<file path="src/rtl/vss_pkg.sv">
package vss_pkg;
  localparam int SLOT_W    = 3;
  localparam int PLANE_W   = 2;
  localparam int RD_SLOTS  = 3;
  localparam int WR_SLOT   = 5;

  typedef struct packed {
    logic               rd;
    logic [PLANE_W-1:0] plane;
    logic               host_win;
    logic               wr_slot;
    logic               grp_end;
  } slot_ctl_t;
endpackage

</file>
<file path="src/rtl/vss_slot_decode.sv">
module vss_slot_decode
  import vss_pkg::*;
(
  input  logic [SLOT_W-1:0] slot,
  output slot_ctl_t         ctl
);
  localparam logic [SLOT_W-1:0] LAST = SLOT_W'((1 << SLOT_W) - 1);

  always_comb begin
    ctl.plane    = slot[PLANE_W-1:0];
    ctl.host_win = slot[SLOT_W-1];
    ctl.rd       = (slot < SLOT_W'(RD_SLOTS));
    ctl.wr_slot  = (slot == SLOT_W'(WR_SLOT));
    ctl.grp_end  = (slot == LAST);
  end
endmodule

</file>
<file path="src/rtl/vss_host_latch.sv">
module vss_host_latch #(
  parameter int ADDR_W = 13,
  parameter int DATA_W = 8
) (
  input  logic              clk,
  input  logic              rst_n,
  input  logic              in_window,
  input  logic              wr_slot,
  input  logic              req_valid,
  input  logic [ADDR_W-1:0] req_addr,
  input  logic [DATA_W-1:0] req_data,
  output logic              busy,
  output logic              pend,
  output logic [ADDR_W-1:0] lat_addr,
  output logic [DATA_W-1:0] lat_data
);
  logic              pend_q, pend_d;
  logic [ADDR_W-1:0] addr_q, addr_d;
  logic [DATA_W-1:0] data_q, data_d;
  logic              accept;

  assign busy   = pend_q | in_window;
  assign accept = req_valid & ~busy;

  always_comb begin
    pend_d = pend_q;
    addr_d = addr_q;
    data_d = data_q;
    if (accept) begin
      pend_d = 1'b1;
      addr_d = req_addr;
      data_d = req_data;
    end else if (wr_slot && pend_q) begin
      pend_d = 1'b0;
    end
  end

  always_ff @(posedge clk or negedge rst_n) begin
    if (!rst_n) begin
      pend_q <= 1'b0;
      addr_q <= '0;
      data_q <= '0;
    end else begin
      pend_q <= pend_d;
      if (accept) begin
        addr_q <= addr_d;
        data_q <= data_d;
      end
    end
  end

  assign pend     = pend_q;
  assign lat_addr = addr_q;
  assign lat_data = data_q;
endmodule

</file>
<file path="src/rtl/vss_pixel_path.sv">
module vss_pixel_path
  import vss_pkg::*;
#(
  parameter int DATA_W = 8
) (
  input  logic               clk,
  input  logic               rst_n,
  input  logic               rd_en,
  input  logic [PLANE_W-1:0] plane,
  input  logic               grp_end,
  input  logic [DATA_W-1:0]  rd_data,
  input  logic               blank,
  output logic               pixel
);
  logic [DATA_W-1:0] fetch_q [RD_SLOTS];
  logic [DATA_W-1:0] shift_q, shift_d;
  logic [DATA_W-1:0] pix_byte;

  for (genvar i = 0; i < RD_SLOTS; i++) begin : g_fetch
    logic cap_en;
    assign cap_en = rd_en && (plane == PLANE_W'(i));
    always_ff @(posedge clk or negedge rst_n) begin
      if (!rst_n) fetch_q[i] <= '0;
      else if (cap_en) fetch_q[i] <= rd_data;
    end
  end

  // plane 0 pattern, plane 1 mask, plane 2 invert
  assign pix_byte = (fetch_q[0] & fetch_q[1]) ^ fetch_q[2];

  always_comb begin
    if (grp_end) shift_d = pix_byte;
    else         shift_d = {shift_q[DATA_W-2:0], 1'b0};
  end

  always_ff @(posedge clk or negedge rst_n) begin
    if (!rst_n) shift_q <= '0;
    else        shift_q <= shift_d;
  end

  assign pixel = ~blank & shift_q[DATA_W-1];
endmodule

</file>
<file path="src/rtl/vram_slot_sequencer.sv">
module vram_slot_sequencer
  import vss_pkg::*;
#(
  parameter  int HCNT_W = 9,
  parameter  int ROW_W  = 5,
  parameter  int DATA_W = 8,
  localparam int COL_W  = HCNT_W - SLOT_W,
  localparam int ADDR_W = PLANE_W + ROW_W + COL_W
) (
  input  logic              clk,
  input  logic              rst_n,
  input  logic [HCNT_W-1:0] hcnt,
  input  logic [ROW_W-1:0]  row,
  input  logic              blank,
  input  logic              host_wr_valid,
  input  logic [ADDR_W-1:0] host_wr_addr,
  input  logic [DATA_W-1:0] host_wr_data,
  output logic              host_busy,
  output logic [ADDR_W-1:0] sram_addr,
  output logic [DATA_W-1:0] sram_dq_o,
  output logic              sram_dq_oe,
  input  logic [DATA_W-1:0] sram_dq_i,
  output logic              sram_ce_n,
  output logic              sram_oe_n,
  output logic              sram_we_n,
  output logic              pixel_out
);
  slot_ctl_t         ctl;
  logic              pend;
  logic [ADDR_W-1:0] lat_addr;
  logic [DATA_W-1:0] lat_data;
  logic [COL_W-1:0]  col_next;
  logic [ADDR_W-1:0] disp_addr;

  vss_slot_decode u_dec (
    .slot (hcnt[SLOT_W-1:0]),
    .ctl  (ctl)
  );

  vss_host_latch #(.ADDR_W(ADDR_W), .DATA_W(DATA_W)) u_host (
    .clk       (clk),
    .rst_n     (rst_n),
    .in_window (ctl.host_win),
    .wr_slot   (ctl.wr_slot),
    .req_valid (host_wr_valid),
    .req_addr  (host_wr_addr),
    .req_data  (host_wr_data),
    .busy      (host_busy),
    .pend      (pend),
    .lat_addr  (lat_addr),
    .lat_data  (lat_data)
  );

  vss_pixel_path #(.DATA_W(DATA_W)) u_pix (
    .clk     (clk),
    .rst_n   (rst_n),
    .rd_en   (ctl.rd),
    .plane   (ctl.plane),
    .grp_end (ctl.grp_end),
    .rd_data (sram_dq_i),
    .blank   (blank),
    .pixel   (pixel_out)
  );

  // fetches in this group feed the following column group
  assign col_next  = hcnt[HCNT_W-1:SLOT_W] + COL_W'(1);
  assign disp_addr = {ctl.plane, row, col_next};

  assign sram_addr  = ctl.host_win ? lat_addr : disp_addr;
  assign sram_dq_o  = lat_data;
  assign sram_dq_oe = ctl.host_win;
  assign sram_ce_n  = 1'b0;
  assign sram_oe_n  = ~ctl.rd;
  assign sram_we_n  = ~(ctl.wr_slot & pend);
endmodule

</file>
<file path="config.mk">
export PLATFORM = sky130hd
export DESIGN_NAME = vram_slot_sequencer
export DESIGN_NICKNAME = d
export VERILOG_FILES = /design/src/rtl/vss_pkg.sv /design/src/rtl/vss_slot_decode.sv /design/src/rtl/vss_host_latch.sv /design/src/rtl/vss_pixel_path.sv /design/src/rtl/vram_slot_sequencer.sv
export SDC_FILE = /design/constraint.sdc
export NUM_CORES = 1
export LEC_CHECK = 0
export ABC_AREA = 1
export ABC_CLOCK_PERIOD_IN_PS = 1440
export CAP_MARGIN = 25
export CORE_MARGIN = 5
export CORE_UTILIZATION = 52
export CTS_BUF_LIST = sky130_fd_sc_hd__clkbuf_8
export DETAILED_ROUTE_END_ITERATION = 10
export PLACE_DENSITY_LB_ADDON = 0.05
export SYNTH_ARGS = -nofsm -noshare
export SYNTH_HDL_FRONTEND = slang
export SYNTH_SLANG_ARGS = --single-unit
</file>
<file path="constraint.sdc">
create_clock -name clk -period 1.44 [get_ports clk]
set_input_delay 0.288 -clock clk [delete_from_list [all_inputs] [get_ports clk]]
set_output_delay 0.288 -clock clk [all_outputs]
set_load 0.03 [all_outputs]
</file>
# Word-level counts from Yosys, hierarchy flattened
# Cells that the tools add are included.
# word_totals
regBits	54
output_inout_bits	27
# op_classes
add_sub_neg	1
order_cmp	1
eq_ne	4
muxes	4
bitwise_logic	10
reduce_logical	6
# ops
cell	count
13-bit 2-to-1 mux	1
8-bit bitwise AND	1
8-bit 2-to-1 mux	1
8-bit XOR	1
6-bit by 1-bit adder with 6-bit output (second input constant)	1
3-bit equality test (second input constant)	2
1-bit logical AND	4
1-bit NOT	4
1-bit bitwise AND	3
3-bit by 2-bit less-than comparator with 1-bit output (second input constant)	1
2-bit by 1-bit equality test with 1-bit output (second input constant)	1
2-bit equality test (second input constant)	1
2-bit zero test	1
1-bit 2-to-1 mux	2
2-bit nonzero test	1
1-bit OR	1

# Longest topological paths before layout
# depth
depth_word	4
ltp_mapped	6
mapped_depth_nobuf	5

# Cells and area by module
# A second synthesis with hierarchy kept.
# unflattened
cells_unflattened	326
area_unflattened_um2	2665.1
# modules_own_cells
module	instances	cells_per_inst	area_per_inst_um2	seq_area_each_um2
vss_pixel_path	1	162	1431.4	800.8
vss_host_latch	1	96	902.1	550.5
vram_slot_sequencer	1	59	285.3	0.0
vss_slot_decode	1	9	46.3	0.0

# Worst setup path after synthesis
# No wires, ideal clock.
# synth_timing
kind	input to output
start	in hcnt[3]
end	out sram_addr[2]
arrival_ns	1.291
setup_slack_ns	-0.139
cell_stages	3
path_cell_list	ha_1 xnor2_1 o21ai_0
# synth_between
elab_chain_cells	2
# synth_rtl
item	line	rtl
start: declaration	vram_slot_sequencer.sv:12	input logic [HCNT_W-1:0] hcnt,
6-bit by 1-bit adder with 6-bit output	vram_slot_sequencer.sv:66	assign col_next = hcnt[HCNT_W-1:SLOT_W] + COL_W'(1);
13-bit 2-to-1 mux	vram_slot_sequencer.sv:69	assign sram_addr = ctl.host_win ? lat_addr : disp_addr;
end: declaration	vram_slot_sequencer.sv:19	output logic [ADDR_W-1:0] sram_addr,
# No other way between the ends.

# Final worst setup path
# layout_timing
start	reg u_host.pend_q (netlist: u_host.pend)
end	out host_busy
# layout_between
elab_chain_cells	1
# layout_rtl
item	line	rtl
start: declaration	vss_host_latch.sv:17	logic pend_q, pend_d;
start signal: assignment	vss_host_latch.sv:44	pend_q <= pend_d;
1-bit OR	vss_host_latch.sv:22	assign busy = pend_q | in_window;
end: declaration	vram_slot_sequencer.sv:18	output logic host_busy,
# No other way between the ends.

==> impl_metrics.yaml <==
status:
  status: "finished clean"
drt:
  drc: 0
  ant_nets: 0
  firstDrtPassIters: 4
  via_count: 2122
  via_per_inst: 4.946
  drt-total-wl_um: 5726
  wl_per_cell_um: 13.35
  drtIter0Drc: 167
floorplan:
  io_pins: 74
  die-area_um2: 6209
  die-width_um: 78.80
  start_util_pct: 52.81
  die_h_um: 78.80
  core_region_area_um2: 4661
  placementRows: 25
clocking:
  insertion_delay_ps: 310
  ctsLongestPathBuffers: 2
  htreeDepth: 2
  cts.sinks: 54
  cts_made_buffers: 5
  cts_tree: "built"
  clk_pin_slew_ps: 100
  cts_root_buffer: "clkbuf_8"
global_routing:
  grt_overflow: 0
  antenna_found_initial: 0
  grt_pass1_vias: 2083
  grt_max_degree: 55
  grt_pass1_wl_um: 9915
  grt_usage_pct: 20.50
pwr:
  vdd_drop_max_mv: 1.037
  p_total_mw: 4.625
  power_density_nw_per_um2: 1333
  leakage_nw: 1.759
placed_design:
  placed_cell_area_um2: 3323
  dp_hpwl_um: 4120
  gp_congestion: 0.8037
  port_buffers: 72
synthesis:
  synth_cells: 288
  ys_ff_latch: 54
  yosysUniqueCellTypes: 22
  synth_area_um2: 2461
  syn_avg_cell_area_um2: 8.546
  synth_fp_nets: 336
  synth-seq-area-share_pct: 54.91
  yosys_warnings: 0
sta:
  final_hold_viol_count: 0
  fmax_mhz: 728.8
  fin_crit_sh_pct: 95.28
  period_needed_ps: 1372
  setup_viol: 0
  rsz0062_at_grt: "no"
  skew_ps: 8.489
  maxSlewViolCount: 0
setup_path:
  worst_ep_arrival_time_ps: 1080
  crit_fanout: 3
  r2r_start: "u_host.pend$_DFFE_PN0P_"
  startpoint: "u_host.pend$_DFFE_PN0P_"
  endpoint_kind: "primary output"
  required_ps: 1150
  cp-start-kind: "flop"
  worstSetupPathType: "reg2out"
layout:
  fillers: 364
  area_growth_pct: 40.98
  layout.nets: 422
  mostFrequentLayoutCell: "nand2_1"
  antenna_cells: 0
  mostFrequentLayoutCells: "nand2_1, dfrtp_1, clkdlybuf4s50_1"
  multi_input_area_um2: 982.2
  drive_above_1_share_pct: 18.13
  regArea_um2: 1351
  final_cell_area_um2: 3470
worst_hold_path:
  holdCritPathClass: "reg2reg"
  min_from: "u_pix.shift_q[6]$_DFF_PN0_"
run:
  maxCapViolCount: 0
cells in the mapped netlist:
cell      number  area share [%]
buf_4          2            0.61
buf_2          6             1.2
nor2_1         8             1.2
o211ai_1       1            0.31
conb_1         1            0.15
o21ai_0       25             5.1
nor3b_2        1            0.51
nand3_1       26             5.3
inv_1         15             2.3
xnor2_1        1            0.36
nand3_2        1            0.41
o21ai_1        9             1.8
dfrtp_1       54              55
xor2_1         8             2.8
nand2_2        3            0.76
ha_1           1            0.51
nor2_4         3             1.4
clkbuf_1       3            0.46
a21oi_1        1            0.20
o21bai_1       2            0.61
buf_6          4             1.8
nand2_1      113              17
per-layer routing:
metal	global-route usage, %	wire length (um)
met2	34.04	2709
met3	4.422	353
met4	5.769	59
met5	0	0
met1	27.15	2603
area by class of cell:
| class | instances | area share, % |
|---|---|---|
| flip-flops and latches | 54 | 38.95 |
| multi-input cells | 204 | 28.31 |
| repair buffers | 94 | 25.93 |
| clock buffers | 5 | 1.983 |
| well taps | 54 | 1.947 |
| inverters | 15 | 1.623 |
| clock inverters | 3 | 1.262 |
what timing repair did:
action | in CTS | in global routing
hold buffers | 1 | 0
pin swaps | 6 | 3
buffers inserted | 1 | 1
setup endpoints to repair | 24 | 16
hold endpoints to repair | 54 | 0
gates resized for setup | 34 | 10
cells by family (layout without fill, tap and decap cells):
| group | Yosys count | after routing | synth area share, % |
|---|---|---|---|
| AO/OA/AOI/OAI | 38 | 38 | 8.032 |
| XOR/XNOR | 9 | 9 | 3.203 |
| adder cells (fa/ha/maj) | 1 | 1 | 0.5083 |
| buffers and inverters | 30 | 117 | 6.405 |
| flip-flops | 54 | 54 | 54.91 |
| other | 1 | 1 | 0.1524 |
| AND/OR/NAND/NOR | 155 | 155 | 26.79 |
critical path, cell delays in order, from the launching register on:
cell and delay, ps:
dfrtp_1 420, nor2_4 160, inv_2 60, buf_12 130
state kept, by name (all words and copies together) (netlist names):
register         cells
u_host.lat_addr     13
u_pix.shift_q        8
u_host.lat_data      8
u_host.pend          1
u_pix.fetch_q       24
stage by stage:
| step | cells | hold WS (ps) | utilization (%) | TNS (ps) | worst slack [ps] |
|---|---|---|---|---|---|
| finish | 429 | 463.9 | 74.44 | 0 | 67.95 |
| global route | 429 | 487.8 | 74.44 | 0 | 7.609 |
| CTS | 429 | 469.3 | 74.28 | 0 | 9.253 |
| detailed placement | 419 | 300.8 | 71.30 | -13520 | -366.7 |
| global placement | 419 | 300.3 | 71.30 | -12630 | -317.9 |
| floorplan | 288 | -7.591 | - | 0 | 29.62 |
path summary, 6_finish.rpt:
path,depth (start not counted),slack (ps),endpoint
setup / recovery,3,70,host_busy
hold / removal,2,460,u_pix.shift_q[7]$_DFF_PN0_
setup reg to reg,6,260,u_host.lat_addr[4]$_DFFE_PN0P_
hold reg to reg,2,460,u_pix.shift_q[7]$_DFF_PN0_
max in group asynchronous,3,700,u_pix.fetch_q[23]$_DFFE_PN0P_
min in group asynchronous,3,490,u_host.lat_addr[7]$_DFFE_PN0P_
power by group:
| part | total [mW] | internal (mW) | switching [mW] |
|---|---|---|---|
| Combinational | 1.52 | 0.643 | 0.878 |
| Sequential | 2.08 | 1.88 | 0.195 |
| Clock | 1.02 | 0.522 | 0.503 |
| Total | 4.63 | 3.05 | 1.58 |
Note: power is estimated with default switching activity, not from simulation.
